`src/rtl/bwg_pkg.sv`:
```
package bwg_pkg;
  localparam int unsigned CFG_W    = 16;
  localparam int unsigned LEAD_BIT = 8;
  localparam int unsigned POL_BIT  = 10;
  localparam int unsigned DRV_LSB  = 4;
  localparam int unsigned DRV_W    = 2;

  typedef enum logic [DRV_W-1:0] {
    DRV_FULL    = 2'b00,
    DRV_HALF    = 2'b01,
    DRV_QUARTER = 2'b10,
    DRV_RSVD    = 2'b11
  } drv_e;

  typedef struct packed {
    logic lead;
    logic act_high;
    drv_e drv;
  } bus_cfg_t;

  localparam bus_cfg_t CFG_RESET = '{lead: 1'b1, act_high: 1'b1, drv: DRV_HALF};
endpackage

```
`src/rtl/bwg_cfg_reg.sv`:
```
module bwg_cfg_reg
  import bwg_pkg::*;
#(
  parameter int unsigned W = CFG_W
) (
  input  logic         clk,
  input  logic         rst_n,
  input  logic         we,
  input  logic [W-1:0] wdata,
  output bus_cfg_t     cfg
);
  drv_e drv_req;
  logic unused_bits;

  assign drv_req     = drv_e'(wdata[DRV_LSB +: DRV_W]);
  assign unused_bits = ^wdata;

  always_ff @(posedge clk) begin
    if (!rst_n) begin
      cfg <= CFG_RESET;
    end else if (we) begin
      cfg.lead     <= wdata[LEAD_BIT];
      cfg.act_high <= wdata[POL_BIT];
      // reserved drive code leaves the field as it was
      if (drv_req != DRV_RSVD) cfg.drv <= drv_req;
    end
  end
endmodule

```
`src/rtl/bwg_beat_pipe.sv`:
```
module bwg_beat_pipe #(
  parameter int unsigned DEPTH = 2
) (
  input  logic             clk,
  input  logic             rst_n,
  input  logic             burst_start,
  input  logic             burst_end,
  input  logic             beat_rdy,
  output logic [DEPTH-1:0] act_tap,
  output logic [DEPTH-1:0] rdy_tap
);
  logic busy;
  logic in_burst;

  assign in_burst = burst_start | (busy & ~burst_end);

  always_ff @(posedge clk) begin
    if (!rst_n) busy <= 1'b0;
    else        busy <= in_burst;
  end

  for (genvar g = 0; g < DEPTH; g++) begin : g_stage
    if (g == 0) begin : g_head
      always_ff @(posedge clk) begin
        if (!rst_n) begin
          act_tap[0] <= 1'b0;
          rdy_tap[0] <= 1'b0;
        end else begin
          act_tap[0] <= in_burst;
          rdy_tap[0] <= in_burst & beat_rdy;
        end
      end
    end else begin : g_tail
      always_ff @(posedge clk) begin
        if (!rst_n) begin
          act_tap[g] <= 1'b0;
          rdy_tap[g] <= 1'b0;
        end else begin
          act_tap[g] <= act_tap[g-1];
          rdy_tap[g] <= rdy_tap[g-1];
        end
      end
    end
  end
endmodule

```
`src/rtl/bwg_wait_drive.sv`:
```
module bwg_wait_drive #(
  parameter int unsigned DEPTH = 2
) (
  input  logic             lead,
  input  logic             act_high,
  input  logic [DEPTH-1:0] act_tap,
  input  logic [DEPTH-1:0] rdy_tap,
  output logic             wait_o,
  output logic             data_valid
);
  localparam int unsigned LAST_TAP = DEPTH - 1;
  localparam int unsigned LEAD_TAP = DEPTH - 2;

  logic hold_early;
  logic hold_late;
  logic hold;

  assign hold_early = act_tap[LEAD_TAP] & ~rdy_tap[LEAD_TAP];
  assign hold_late  = act_tap[LAST_TAP] & ~rdy_tap[LAST_TAP];
  assign hold       = lead ? hold_early : hold_late;
  assign wait_o     = act_high ? hold : ~hold;
  assign data_valid = rdy_tap[LAST_TAP];
endmodule

```
`src/rtl/burst_wait_gen.sv`:
```
module burst_wait_gen
  import bwg_pkg::*;
(
  input  logic             clk,
  input  logic             rst_n,
  input  logic             cfg_we,
  input  logic [CFG_W-1:0] cfg_wdata,
  input  logic             burst_start,
  input  logic             burst_end,
  input  logic             beat_rdy,
  output logic             wait_o,
  output logic             data_valid,
  output logic [DRV_W-1:0] drive_o
);
  localparam int unsigned PIPE_DEPTH = 2;

  bus_cfg_t              cfg_q;
  logic [PIPE_DEPTH-1:0] act_tap;
  logic [PIPE_DEPTH-1:0] rdy_tap;

  bwg_cfg_reg #(.W(CFG_W)) u_cfg (
    .clk   (clk),
    .rst_n (rst_n),
    .we    (cfg_we),
    .wdata (cfg_wdata),
    .cfg   (cfg_q)
  );

  bwg_beat_pipe #(.DEPTH(PIPE_DEPTH)) u_pipe (
    .clk         (clk),
    .rst_n       (rst_n),
    .burst_start (burst_start),
    .burst_end   (burst_end),
    .beat_rdy    (beat_rdy),
    .act_tap     (act_tap),
    .rdy_tap     (rdy_tap)
  );

  bwg_wait_drive #(.DEPTH(PIPE_DEPTH)) u_drive (
    .lead       (cfg_q.lead),
    .act_high   (cfg_q.act_high),
    .act_tap    (act_tap),
    .rdy_tap    (rdy_tap),
    .wait_o     (wait_o),
    .data_valid (data_valid)
  );

  assign drive_o = cfg_q.drv;
endmodule

```
`config.mk`:
```
export PLATFORM = sky130hd
export DESIGN_NAME = burst_wait_gen
export DESIGN_NICKNAME = d
export VERILOG_FILES = /design/src/rtl/bwg_pkg.sv /design/src/rtl/bwg_cfg_reg.sv /design/src/rtl/bwg_beat_pipe.sv /design/src/rtl/bwg_wait_drive.sv /design/src/rtl/burst_wait_gen.sv
export SDC_FILE = /design/constraint.sdc
export NUM_CORES = 1
export LEC_CHECK = 0
export BUFFER_PORTS_ARGS = -buffer_cell sky130_fd_sc_hd__buf_2
export CORE_AREA = 10 10 47 49
export CTS_CLUSTER_DIAMETER = 50
export DETAILED_ROUTE_END_ITERATION = 10
export DIE_AREA = 0 0 57 59
export GPL_TIMING_DRIVEN = 1
export HOLD_SLACK_MARGIN = 0.06
export PLACE_DENSITY_LB_ADDON = 0.2
export SYNTH_ARGS = -nofsm -noshare
export SYNTH_HDL_FRONTEND = slang
export SYNTH_HIERARCHICAL = 1
export SYNTH_SLANG_ARGS = --single-unit
export TNS_END_PERCENT = 20
```
`constraint.sdc`:
```
create_clock -name clk -period 2.1 [get_ports clk]
set_clock_uncertainty 0.2 [all_clocks]
set_input_delay 0 -clock clk [delete_from_list [all_inputs] [get_ports clk]]
set_output_delay 0 -clock clk [all_outputs]
set_load 0.1 [all_outputs]
```
# Word level (Yosys, flattened, before mapping)
# Index checks and enable logic that the tools add are counted.
[classes] n_reduce_logical=1 bitwise=9 n_eq_ne=1 muxes=2
[ops] operator="bitwise AND 1 bit" n=4
[ops] operator="inverter 1 bit" n=4
[ops] operator="2-to-1 mux 1 bit" n=2
[ops] operator="!= test 2 bit (second input constant)" n=1
[ops] operator="AND reduction 2 bit" n=1
[ops] operator="OR 1 bit" n=1
[totals] reg_bits=8 elab_cells=20 input_bits=22

# Depth between registers and ports, before layout
[logic_depth] depth_word=5 ltp_mapped=3 depth_no_buf=3

# By module
# The synthesis kept the hierarchy.
[modules_own_cells] module="bwg_cfg_reg" instances=1 area_per_inst_um2=145.1 cells_per_inst=13 seq_area_each_um2=80.1
[modules_own_cells] module="bwg_beat_pipe" instances=1 area_per_inst_um2=132.6 cells_per_inst=10 seq_area_each_um2=80.1
[modules_own_cells] module="bwg_wait_drive" instances=1 area_per_inst_um2=33.8 cells_per_inst=5 seq_area_each_um2=0.0

# Worst setup path before layout
# OpenSTA, ideal clock, no wires.
[synth_timing] path_type="register -> output" startpoint="reg u_pipe.act_tap[0]" endpoint="out wait_o" arrival_time_ns=2.039 stages_incl_launch_ff=4 setup_slack_ns=-0.139 cell_sequence="dfxtp_1 -> buf_4 -> a31oi_1 -> xor2_1"
[synth_between] elab_chain_cells=4
[synth_rtl] element="from (decl)" line_no="bwg_beat_pipe.sv:9" text="output logic [DEPTH-1:0] act_tap,"
[synth_rtl] element="from (signal assigned)" line_no="bwg_beat_pipe.sv:29" text="act_tap[0] <= in_burst;"
[synth_rtl] element="bitwise AND 1 bit (*)" line_no="bwg_wait_drive.sv:18" text="assign hold_early = act_tap[LEAD_TAP] & ~rdy_tap[LEAD_TAP];"
[synth_rtl] element="2-to-1 mux 1 bit (*)" line_no="bwg_wait_drive.sv:20" text="assign hold = lead ? hold_early : hold_late;"
[synth_rtl] element="inverter 1 bit" line_no="bwg_wait_drive.sv:21" text="assign wait_o = act_high ? hold : ~hold;"
[synth_rtl] element="2-to-1 mux 1 bit (*)" line_no="bwg_wait_drive.sv:21"
[synth_rtl] element="to (decl)" line_no="burst_wait_gen.sv:11" text="output logic wait_o,"
# Mark *: on every way between the ends. The rest lies on a longest branch, timed or not.

==> impl_metrics.csv <==
group,metric,value,unit
worst_setup_path,endpoint_kind,"register",
drt,drt-wirelength-per-cell,10.7,um
logic_synthesis,synth_seq_area_share,51.4,%
global_route,grt-busiest-layer,"met2",
drt,wl,771,um
clocking,count_of_h_tree_levels_built_during_cts,1,
timing,max_freq,496,MHz
clocking,clk_transition_reported_paths,0.05,ns
die,die_x,57,um
hold_path,hold_crit_start,"u_pipe/rdy_tap[0]",
final_layout,num-fill-cells,153,
logic_synthesis,synth-main-ff-cell,"sky130_fd_sc_hd__dfxtp_1",
worst_setup_path,timing.critical_path.fanout_max,1,
timing,post-route-min-period,2.02,ns
clocking,cts-buffers-inserted,3,
timing,setup_viol,0,
final_layout,fin_nets,80,
timing,setup_repair_after_global_routing_missed_its_margin,"no",
logic_synthesis,synth_top_area_cell,"sky130_fd_sc_hd__dfxtp_1",
drt,detail_route.iter0.violations,5,
worst_setup_path,critPathKind,"in -> reg",
clocking,clock_root_buffer,"sky130_fd_sc_hd__clkbuf_4",
global_route,antenna_violations_before_repair,0,
drt,count_of_tritonroute_iterations_in_the_first_routing_pass,2,
global_route,globalRouteMet1Util,4.76,%
power,power_density,690,nW/um^2
clocking,postCtsResizedCells,0,
die,die_h,59,um
global_route,grt-ovfl-total,0,
worst_setup_path,reg2reg_to,"u_cfg/cfg[2]",
die,io-pin-count,26,
final_layout,finish.instance_area,552,um^2
global_route,globalRouteMet2Util,7.44,%
global_route,grt_use_total,4.80,%
logic_synthesis,yosys_register_bits,8,
worst_setup_path,worst-r2r-setup-slack,0.16,ns
logic_synthesis,post_synth_inst_count,28,
timing,setup_tns,0,ns
die,die_area,3360,um^2
worst_setup_path,worst_r2r_startpoint,"u_cfg/cfg[2]",
timing,slew_violations,0,
hold_path,hold_end,"u_pipe/rdy_tap[1]",
power,power.leakage,0.267,nW
final_layout,final_layout_size_suffix_gt1_share,33.9,%
hold_path,hold_path.class,"reg -> reg",
run,max_cap_viol_count,0,
worst_setup_path,critPathRequiredTime,2.04,ns
logic_synthesis,yosysTopAreaCellShare,51.4,%
worst_setup_path,reg2regPathDepth,4,
die,start_util,22.2,%
timing,finalHoldViolCount,0,
die,coreArea,1400,um^2
logic_synthesis,avgSynthCellArea,11.1,um^2
power,ir_worst_vdd,0.000316,V
hold_path,worstHoldPathCells,1,
place,portbufs,13,
logic_synthesis,synth_enable_flop_cells,0,
final_layout,syn2layout_area_growth,77.1,%
outcome,run_status,"completed",
drt,detail_route.drc_violations,0,
final_layout,antennaDiodeCount,0,
global_route,grt_pass1_vias,343,
global_route,pin_count_of_the_biggest_net_entering_global_routing,10,
logic_synthesis,mappedNetlistNets,50,
logic_synthesis,synthesis.yosys.warnings,6,
drt,post_route_ant_nets,0,
place,gp_congestion,0.601,
logic_synthesis,netlist_area,312,um^2
clocking,tritoncts_clock_tree,"yes",
timing,min_period_over_period,96.0,%
die,core.rowCount,14,
global_route,global_route.usage.met3,2.36,%
place,placed_cell_area,389,um^2
logic_synthesis,synthMostInstantiatedCell,"sky130_fd_sc_hd__dfxtp_1",
timing,tightestPinTransition,0.494,ns
logic_synthesis,async_set_or_reset_register_ratio_after_synthesis,0,%
drt,avgViaCountPerCell,4.03,
logic_synthesis,synth_top_cells_by_count,"8 x sky130_fd_sc_hd__dfxtp_1, 2 x sky130_fd_sc_hd__buf_4, 2 x sky130_fd_sc_hd__mux2i_1, 2 x sky130_fd_sc_hd__nand2_1, 2 x sky130_fd_sc_hd__o211a_1",
worst_setup_path,startpoint_type_of_the_worst_setup_path,"input port",
clocking,cts-root-to-sink-buffers,2,
logic_synthesis,synth_area_leaders,"sky130_fd_sc_hd__dfxtp_1 51%, sky130_fd_sc_hd__mux2i_1 6.4%, sky130_fd_sc_hd__o211a_1 6.4%",
global_route,grt_pass1_wl,1260,um
worst_setup_path,worstPathArrival,1.95,ns
drt,total_vias_in_the_final_route,290,
clocking,clock_latency,0.24,ns
logic_synthesis,synth_cell_type_count,17,
clocking,clkSinkCount,8,
timing,maxSlewHeadroom,67.3,%
sequential cells by signal, indices dropped and copies added (netlist names):
register and flops:
u_cfg/cfg 4, u_pipe/act_tap 2, u_pipe/rdy_tap 2
final cells by class:
type	instances	area (um^2)	share of cell area, %
Clock buffer	3	22.5	4.08
Inverter	1	3.75	0.680
Multi-Input combinational cell	17	140	25.4
Sequential cell	8	160	29.0
Tap cell	16	20.0	3.63
Timing Repair Buffer	27	205	37.2
routing by layer:
metal / up-vias / wire length, um
met5: - / 0
met3: 0 / 41
li1: 151 / -
met4: 0 / 0
met1: 130 / 337
met2: 9 / 392
worst max-delay path by stage:
stage | from | end | slack [ns] | cells after the start
after floorplan | u_pipe/act_tap[0] | wait_o | 0.34 | 3
after global placement | u_cfg/cfg[3] | wait_o | 0.68 | 4
after global routing | cfg_wdata[8] | u_cfg/cfg[3] | 0.05 | 6
after CTS | cfg_wdata[5] | u_cfg/cfg[1] | 0.06 | 6
final | cfg_wdata[8] | u_cfg/cfg[3] | 0.08 | 6
after detailed placement | u_cfg/cfg[3] | wait_o | 0.67 | 4
worst max-delay path, cell delays in order:
cell                            delay, ns
sky130_fd_sc_hd__dlygate4sd3_1       0.53
sky130_fd_sc_hd__buf_2               0.12
sky130_fd_sc_hd__mux2i_1             0.12
sky130_fd_sc_hd__dlygate4sd3_1       0.57
sky130_fd_sc_hd__nand2_1             0.06
sky130_fd_sc_hd__dlygate4sd3_1       0.55
timing repair:
item	4_1_cts	5_1_grt
hold buffers	15	0
setup buffers	0	0
hold endpoints to repair	8	0
endpoints found under the setup margin	0	2
power breakdown:
group,switching (mW),leakage (nW),internal (mW),total (mW)
Clock,0.0484,0.0138,0.0651,0.114
Combinational,0.0610,0.187,0.0406,0.102
Sequential,0.00497,0.0661,0.161,0.166
cell families (layout without fill, tap and decap cells):
logic type	after synthesis	in the layout	share of synthesized area, %
AOI/OAI and AO/OA	5	5	13.3
xor gates and xnor gates	1	1	2.81
buffers and inverters	3	31	6.02
DFF	8	8	51.4
muxes	2	2	6.43
and+or+nand+nor	9	9	20.1
layout by cell type, fill, tap and decap left out:
cell | netlist | final
sky130_fd_sc_hd__a22oi_1 | 1 | 1
sky130_fd_sc_hd__a31oi_1 | 1 | 1
sky130_fd_sc_hd__and2_1 | 1 | 1
sky130_fd_sc_hd__and2_2 | 1 | 1
sky130_fd_sc_hd__and2b_1 | 1 | 1
sky130_fd_sc_hd__buf_2 | 0 | 13
sky130_fd_sc_hd__clkbuf_4 | 0 | 3
sky130_fd_sc_hd__dfxtp_1 | 8 | 8
sky130_fd_sc_hd__dlygate4sd3_1 | 0 | 14
sky130_fd_sc_hd__inv_1 | 1 | 1
sky130_fd_sc_hd__mux2i_1 | 2 | 2
sky130_fd_sc_hd__nand2_1 | 2 | 2
sky130_fd_sc_hd__nand2b_1 | 1 | 1
sky130_fd_sc_hd__nor2b_1 | 1 | 1
sky130_fd_sc_hd__nor2b_4 | 1 | 1
sky130_fd_sc_hd__nor3b_1 | 1 | 1
sky130_fd_sc_hd__o211a_1 | 2 | 2
sky130_fd_sc_hd__o21a_1 | 1 | 1
sky130_fd_sc_hd__xor2_2 | 0 | 1
metrics by stage:
| stage | util [%] | cells | hold slack (ns) | setup slack [ns] | total power, mW |
|---|---|---|---|---|---|
| finish | 39.4 | 72 | 0.256 | 0.0848 | 0.381 |
| global route | 39.4 | 72 | 0.297 | 0.0527 | 0.400 |
| CTS | 40.1 | 73 | 0.258 | 0.0580 | 0.387 |
| detailed placement | 27.8 | 55 | 0.0262 | 0.674 | 0.248 |
| global placement | 27.8 | 55 | 0.0230 | 0.683 | 0.246 |
| floorplan | - | 28 | -0.138 | 0.343 | 0.229 |
No activity file was read; power rests on OpenSTA's default activity.
